[src/rtl/pt_pkg.sv]
// Package: shared constants for the pretrigger channel.
// Assumes a 32-bit register port and an 8-bit error field of which
// only the low slot-count bits are implemented.
package pt_pkg;
    localparam int REG_W       = 32;
    localparam int ERR_FIELD_W = 8;
    localparam int ADDR_ERR    = 0;   // delay slot k lives at address k+1
endpackage

[src/rtl/pt_delay_bank.sv]
// Module: pending/active delay storage, one pair per slot.
// Writes land in the pending copy; load_stb copies all pending values
// into the active copies in the same clock. Assumes one write at a time.
module pt_delay_bank #(
    parameter int NSLOT = 2,
    parameter int DLY_W = 16
) (
    input  logic                         clk,
    input  logic                         rst_n,
    input  logic [NSLOT-1:0]             wr_en,
    input  logic [DLY_W-1:0]             wdata,
    input  logic                         load_stb,
    output logic [NSLOT-1:0][DLY_W-1:0]  active
);
    logic [NSLOT-1:0][DLY_W-1:0] pending;

    for (genvar k = 0; k < NSLOT; k++) begin : g_slot
        // Capture software writes into the pending copy.
        always_ff @(posedge clk) begin
            if (!rst_n)        pending[k] <= '0;
            else if (wr_en[k]) pending[k] <= wdata;
        end

        // Promote pending to active on the load strobe.
        always_ff @(posedge clk) begin
            if (!rst_n)        active[k] <= '0;
            else if (load_stb) active[k] <= pending[k];
        end

        a_r4_load_copies: assert property (@(posedge clk) disable iff (!rst_n)
            load_stb |=> active[k] == $past(pending[k]));
        a_r3_hold_without_load: assert property (@(posedge clk) disable iff (!rst_n)
            !load_stb |=> $stable(active[k]));
    end
endmodule

[src/rtl/pt_compare_arb.sv]
// Module: counter compare, acceptance and converter-busy tracking.
// A match is accepted when idle or when conv_done arrives in the same
// clock; the lowest slot wins a tie. Other matches are reported as
// rejects. Assumes cnt_val is synchronous to clk.
module pt_compare_arb #(
    parameter int NSLOT = 2,
    parameter int DLY_W = 16
) (
    input  logic                         clk,
    input  logic                         rst_n,
    input  logic [DLY_W-1:0]             cnt_val,
    input  logic [NSLOT-1:0][DLY_W-1:0]  active,
    input  logic [NSLOT-1:0]             slot_en,
    input  logic                         conv_done,
    output logic [NSLOT-1:0]             reject,
    output logic [NSLOT-1:0]             pretrig,
    output logic                         busy
);
    logic [NSLOT-1:0] accept;

    // Compare each slot and grant at most one when the converter is free.
    always_comb begin
        logic free;
        logic taken;
        free   = !busy || conv_done;
        taken  = 1'b0;
        accept = '0;
        reject = '0;
        for (int m = 0; m < NSLOT; m++) begin
            if (slot_en[m] && (cnt_val == active[m])) begin
                if (free && !taken) begin
                    accept[m] = 1'b1;
                    taken     = 1'b1;
                end else begin
                    reject[m] = 1'b1;
                end
            end
        end
    end

    // Register the one-clock pretrigger pulse.
    always_ff @(posedge clk) begin
        if (!rst_n) pretrig <= '0;
        else        pretrig <= accept;
    end

    // Busy is set on acceptance and cleared by conversion complete.
    always_ff @(posedge clk) begin
        if (!rst_n)         busy <= 1'b0;
        else if (|accept)   busy <= 1'b1;
        else if (conv_done) busy <= 1'b0;
    end

    a_r11_single_pulse: assert property (@(posedge clk) disable iff (!rst_n)
        $onehot0(pretrig));
    a_r6_busy_with_pulse: assert property (@(posedge clk) disable iff (!rst_n)
        (|pretrig) |-> busy);
    for (genvar m = 0; m < NSLOT; m++) begin : g_chk
        a_r8_disabled_quiet: assert property (@(posedge clk) disable iff (!rst_n)
            !slot_en[m] |=> !pretrig[m]);
    end
endmodule

[src/rtl/pt_err_flags.sv]
// Module: sticky per-slot sequence-error flags with write-1-to-clear.
// A hardware set outranks a software clear in the same clock.
module pt_err_flags #(
    parameter int NSLOT = 2
) (
    input  logic             clk,
    input  logic             rst_n,
    input  logic [NSLOT-1:0] set_in,
    input  logic [NSLOT-1:0] clr_in,
    output logic [NSLOT-1:0] err_q
);
    // Update each flag: set wins, then clear, else hold.
    always_ff @(posedge clk) begin
        if (!rst_n) err_q <= '0;
        else        err_q <= set_in | (err_q & ~clr_in);
    end

    for (genvar m = 0; m < NSLOT; m++) begin : g_chk
        a_r10_set_wins: assert property (@(posedge clk) disable iff (!rst_n)
            set_in[m] |=> err_q[m]);
        a_r7_sticky: assert property (@(posedge clk) disable iff (!rst_n)
            (err_q[m] && !clr_in[m]) |=> err_q[m]);
    end
endmodule

[src/rtl/pt_channel.sv]
// Module: top of the pretrigger channel. Decodes the register port,
// connects the delay bank, the compare/arbiter and the error flags, and
// builds read data. Assumes NSLOT <= ERR_FIELD_W and DLY_W <= REG_W.
module pt_channel #(
    parameter int NSLOT  = 2,
    parameter int DLY_W  = 16,
    parameter int ADDR_W = 2
) (
    input  logic                    clk,
    input  logic                    rst_n,
    input  logic [DLY_W-1:0]        cnt_val,
    input  logic                    load_stb,
    input  logic [NSLOT-1:0]        slot_en,
    input  logic                    conv_done,
    input  logic [ADDR_W-1:0]       reg_addr,
    input  logic                    reg_wr,
    input  logic [pt_pkg::REG_W-1:0] reg_wdata,
    output logic [pt_pkg::REG_W-1:0] reg_rdata,
    output logic [NSLOT-1:0]        pretrig,
    output logic                    conv_busy
);
    import pt_pkg::*;

    logic [NSLOT-1:0]            dly_wr;
    logic [NSLOT-1:0]            err_clr;
    logic [NSLOT-1:0]            reject;
    logic [NSLOT-1:0]            err_q;
    logic [NSLOT-1:0][DLY_W-1:0] active;

    // Decode writes into per-slot delay strobes and error clears.
    always_comb begin
        for (int k = 0; k < NSLOT; k++)
            dly_wr[k] = reg_wr && (reg_addr == ADDR_W'(k + 1));
        err_clr = (reg_wr && reg_addr == ADDR_W'(ADDR_ERR)) ? reg_wdata[NSLOT-1:0] : '0;
    end

    // Build read data; unimplemented bits and addresses read zero.
    always_comb begin
        reg_rdata = '0;
        if (reg_addr == ADDR_W'(ADDR_ERR))
            reg_rdata[NSLOT-1:0] = err_q;
        for (int k = 0; k < NSLOT; k++)
            if (reg_addr == ADDR_W'(k + 1))
                reg_rdata[DLY_W-1:0] = active[k];
    end

    pt_delay_bank #(.NSLOT(NSLOT), .DLY_W(DLY_W)) u_bank (
        .clk(clk), .rst_n(rst_n), .wr_en(dly_wr), .wdata(reg_wdata[DLY_W-1:0]),
        .load_stb(load_stb), .active(active)
    );

    pt_compare_arb #(.NSLOT(NSLOT), .DLY_W(DLY_W)) u_cmp (
        .clk(clk), .rst_n(rst_n), .cnt_val(cnt_val), .active(active),
        .slot_en(slot_en), .conv_done(conv_done), .reject(reject),
        .pretrig(pretrig), .busy(conv_busy)
    );

    pt_err_flags #(.NSLOT(NSLOT)) u_err (
        .clk(clk), .rst_n(rst_n), .set_in(reject), .clr_in(err_clr), .err_q(err_q)
    );

    a_r2_upper_zero: assert property (@(posedge clk) disable iff (!rst_n)
        reg_rdata[REG_W-1:ERR_FIELD_W*2] == '0);
endmodule

[config.mk]
export PLATFORM = sky130hd
export DESIGN_NAME = pt_channel
export DESIGN_NICKNAME = d
export VERILOG_FILES = /design/src/rtl/pt_pkg.sv /design/src/rtl/pt_delay_bank.sv /design/src/rtl/pt_compare_arb.sv /design/src/rtl/pt_err_flags.sv /design/src/rtl/pt_channel.sv
export SDC_FILE = /design/constraint.sdc
export NUM_CORES = 1
export LEC_CHECK = 0
export ABC_AREA = 1
export BUFFER_PORTS_ARGS = -buffer_cell sky130_fd_sc_hd__buf_2
export CAP_MARGIN = 20
export CORE_AREA = 2 2 86 88
export DETAILED_ROUTE_END_ITERATION = 10
export DIE_AREA = 0 0 88 90
export PLACE_DENSITY = 0.94
export SYNTH_ARGS = -nofsm -noshare
export SYNTH_HDL_FRONTEND = slang
export SYNTH_HIERARCHICAL = 1
export SYNTH_SLANG_ARGS = --single-unit
[constraint.sdc]
create_clock -name clk -period 2.9 [get_ports clk]
set_clock_uncertainty 0.05 [all_clocks]
set_input_delay 0.435 -clock clk [delete_from_list [all_inputs] [get_ports clk]]
set_output_delay 0.435 -clock clk [all_outputs]
set_load 0.005 [all_outputs]
# After elaboration in Yosys (flattened, before gate mapping)
# Index checks and enable logic that the tools add are counted.
[totals]
register_bits = 69
inputBits = 57
out_inout_bits = 35
wordCells = 40
[op_classes]
n_eq_ne = 4
muxes = 14
bitwise_logic = 3
reduce_logical = 12
[ops]
columns = ["op", "count"]
rows = [
  ["16-bit equality test", 2],
  ["16-bit two-way mux", 2],
  ["1-bit two-way mux", 10],
  ["1-bit logical AND", 6],
  ["2-bit two-way mux", 2],
  ["2-bit bitwise AND", 1],
  ["2-bit by 1-bit equality test with 1-bit output, second input constant", 1],
  ["2-bit equality test, second input constant", 1],
  ["1-bit zero test", 2],
  ["2-bit zero test", 1],
  ["2-bit inverter", 1],
  ["2-bit bitwise OR", 1],
  ["2-bit nonzero test", 1],
  ["2-bit OR reduction", 1],
  ["1-bit logical OR", 1],
]

# Logic depth before layout (Yosys ltp)
[depth]
depth_word = 10
depth_mapped = 10
ltp_nobuf = 10

# Hierarchy
# The synthesis kept the hierarchy.
[modules_own_cells]
columns = ["module", "instances", "cells_per_inst", "area_each_um2"]
rows = [
  ["pt_delay_bank", 1, 388, 2606.2],
  ["pt_compare_arb", 1, 206, 945.9],
  ["pt_channel", 1, 82, 410.4],
  ["pt_err_flags", 1, 11, 76.3],
]

# Worst setup path before layout
# OpenSTA, ideal clock, no wires.
[synth_path]
kind = "input to register"
start = "in reg_addr[0]"
end = "reg u_bank/pending[10] in the netlist's numbering"
setup_time_ps = 113
t_arrival_ps = 1166
required_ps = 2737
setup_slack_ps = 1571
stages = 6
n_path_buf = 1
cell_sequence = "inv_2 > nor3_1 > buf_2 > nand2_1 > nand2_1 > nor2_1"
[synth_via]
elab_chain_cells = 2
[synth_lines]
columns = ["item", "line", "text"]
rows = [
  ["from (decl)", "pt_channel.sv:15", "input logic [ADDR_W-1:0] reg_addr,"],
  ["2-bit by 1-bit equality test with 1-bit output", "pt_channel.sv:33", "dly_wr[k] = reg_wr && (reg_addr == ADDR_W'(k + 1));"],
  ["1-bit logical AND", "pt_channel.sv:33", ""],
  ["via dly_wr[0]", "pt_channel.sv:24", "logic [NSLOT-1:0] dly_wr;"],
  ["to (signal, indexed assignment)", "pt_delay_bank.sv:21", "else if (wr_en[k]) pending[k] <= wdata;"],
  ["to (decl)", "pt_delay_bank.sv:15", "logic [NSLOT-1:0][DLY_W-1:0] pending;"],
]
# The timed path passes the listed nets, and every way through them passes these cells.
# A chain may end at the register's enable or synchronous reset.

# Worst setup path in the final report
[layout_path]
start = "in reg_addr[1]"
end = "out reg_rdata[5] in the netlist's numbering"
[layout_via]
elab_chain_cells = 3
word_cells_on_any_way = 4
cone_classes = "2 x eq/ne; 2 x mux"
[layout_lines]
columns = ["item", "line", "text"]
rows = [
  ["2-bit by 1-bit equality test with 1-bit output", "pt_channel.sv:43", "if (reg_addr == ADDR_W'(k + 1))"],
  ["16-bit two-way mux", "pt_channel.sv:43", ""],
  ["16-bit two-way mux *", "pt_channel.sv:43", ""],
  ["to (decl)", "pt_channel.sv:18", "output logic [pt_pkg::REG_W-1:0] reg_rdata,"],
]
# Every way passes the cells marked *; elsewhere a longest branch is shown, timed or not.

==> flow_metrics.tcl <==
set metrics [dict create \
    status "complete, no violations" \
    layout-drive-gt1-share_pct 13.8 \
    syn2layout_area_growth_pct 11.2 \
    dpl-instance-area_sq_um 4240 \
    cp.buffers_inverters 3 \
    required_ns 2.41 \
    layout_common_cells "nand2_1, nor2_1, inv_1" \
    rrSetupSlack_ns 1.33 \
    cp_cell_sequence "buf_2, inv_2, nor2_4, nand2_1, nand2_1, buf_2" \
    place_hpwl_um 7070 \
    clkLatencyLatePin_ns 0.36 \
    ioPinCount 92 \
    cp_num_cells 6 \
    initial_utilization_pct 57.5 \
    clk_pin_slew_worst_paths_ns 0.08 \
    post_cts_buffers 0 \
    ff2ff_path_depth 10 \
    tightest_slew_ns 0.785 \
    num_rows 31 \
    vias 3941 \
    finalCritPeriodShare_pct 63.3 \
    stdcell_count 844 \
    cts_buffers 9 \
    cts_resized 0 \
    ys_seq_area_share_pct 34.2 \
    syn_avg_cell_area_sq_um 5.88 \
    hold_path_class "in -> reg" \
    cts_sinks 69 \
    clockBufferDepth 2 \
    slew_violations 0 \
    fmax_mhz 545 \
    p_total_w 0.00235 \
    grt_start_max_net_pins 51 \
    rsz0062_at_grt "false" \
    ir_drop_uv 259 \
    final_common_cell "nand2_1" \
    stdcell_area_sq_um 4490 \
    cp_top_family "simple AND/OR/NAND/NOR gates" \
    hold_violations 0 \
    p_leak_nw 2.42 \
    ys_ff_latch 69 \
    place.gp.congestion 0.945 \
    finalNetCount 797 \
    cts_tree "yes" \
    netlist_instances 687 \
    port_buffers 59 \
    die_w_um 88 \
    critPathLaunch "reg_addr[1]" \
    path_max_fanout 14 \
    drtIter0Drc 281 \
    p_per_area_nw_per_um2 524 \
    drv_cap 0 \
    regToRegStartpoint "u_bank/active[23]" \
    startpoint_type "input port" \
    antennaDiodeCount 0 \
    drc 0 \
    cts_htree_levels 3 \
    die_y_um 90 \
    grt_overflow 0 \
    drt_wl_total_um 9700 \
    synth.distinct_cells 28 \
    dr.pass1.iters 5 \
    slowest_delay_ns 0.32 \
    endpoint_kind "output pin" \
    syn_area_sq_um 4040 \
    setup_viol 0 \
    grt_pass1_wl_um 16500 \
    post-place-ws_ns 1.09 \
    dpl.cell_count 828 \
    drtAntennaViolNets 0 \
    finalCriticalPeriod_ns 1.83 \
    timing.setup.tns_ns 0 \
    first_global_vias 3702 \
    wl_per_cell_um 11.5 \
    crit_type "in -> out" \
    ys_warn_count 6 \
    core_area_sq_um 7020 \
    cts_hold_buf 0 \
    cp-endpoint "reg_rdata[5]" \
    worstReg2RegEnd "u_err/err_q[1]" \
    antenna_found_initial 0 \
    worstPathArrival_ns 1.35 \
    grt_usage_pct 26.1 \
    relSlewSlack_pct 47.7 \
    setup_slack_ns 1.07 \
    viasPerCell 4.67 \
    cts-root-buf "clkbuf_8" \
    critPathSlowestCell "nor2_4" \
    die-area_sq_um 7920 \
]
tightest hold or removal path, delay by kind of cell:
family | cells | cell delay (ns)
simple gates | 3 | 0.16
buf+inv | 2 | 0.11
cell usage after synthesis, drive strengths merged:
cell type / n / area share, %
dfxtp: 69 / 34
inv: 102 / 9.5
xnor2: 5 / 1.1
nand3: 14 / 1.9
or2: 2 / 0.31
a21boi: 1 / 0.19
o21ai: 6 / 0.74
nor3: 4 / 0.50
nand2: 260 / 25
conb: 1 / 0.093
nand4: 6 / 0.93
xor2: 2 / 0.43
nand3b: 1 / 0.19
buf: 38 / 8.1
a21oi: 4 / 0.50
o211ai: 1 / 0.19
nor2: 169 / 16
nor3b: 2 / 0.50
area by class of cell:
| cell class | instances | area [sq um] |
|---|---|---|
| inverters | 102 | 383 |
| flip-flops and latches | 69 | 1380 |
| multi-input cells | 493 | 2010 |
| clock inverters | 5 | 108 |
| repair buffers | 65 | 340 |
| well taps | 99 | 124 |
| clock buffers | 11 | 141 |
| fillers | 645 | 2530 |
sequential cells by signal (all words and copies together), names as in the netlist:
| name | count |
|---|---|
| u_bank/pending | 32 |
| u_err/err_q | 2 |
| u_cmp/pretrig | 2 |
| u_bank/active | 32 |
| u_cmp/busy | 1 |
report_power, final:
group	internal [W]	switching (W)
logic	0.000128	0.000219
clock network	0.000598	0.000368
registers	0.000996	0.0000430
total	0.00172	0.000630
metrics by stage:
stage                     utilization [%]  hold WS (ns)
after CTS                            64.0         0.323
final                                64.0         0.327
after detailed placement             60.4         0.414
after global placement               60.4         0.409
after global routing                 64.0         0.352
after floorplan                         -         0.385
routing by layer:
| layer | part of all wire [%] | GRT usage [%] | up-vias |
|---|---|---|---|
| met5 | 0 | 0 | - |
| met4 | 1.9 | 8.97 | 0 |
| met3 | 7.2 | 5.14 | 16 |
| met2 | 47 | 42.2 | 140 |
| met1 | 44 | 34.6 | 1709 |
| li1 | - | - | 2076 |
logic make-up after synthesis:
| family | after synthesis | share of synthesized area, % |
|---|---|---|
| AO/OA/AOI/OAI | 12 | 1.61 |
| flip-flops | 69 | 34.2 |
| XOR/XNOR | 7 | 1.52 |
| buffers and inverters | 140 | 17.6 |
| other | 1 | 0.0928 |
| AND/OR/NAND/NOR | 458 | 45.0 |
how the worst min path moves through the flow:
| stage | from | to | slack [ns] | depth (start not counted) |
|---|---|---|---|---|
| global route | reg_wdata[9] | u_bank/pending[25] | 0.35 | 5 |
| detailed placement | u_bank/pending[23] | u_bank/pending[23] | 0.41 | 2 |
| floorplan | u_err/err_q[0] | u_err/err_q[0] | 0.39 | 2 |
| CTS | reg_wdata[3] | u_bank/pending[19] | 0.32 | 5 |
| global placement | u_bank/pending[1] | u_bank/pending[1] | 0.41 | 2 |
| finish | reg_wdata[14] | u_bank/pending[30] | 0.33 | 5 |
Note: power is estimated with default switching activity, not from simulation.
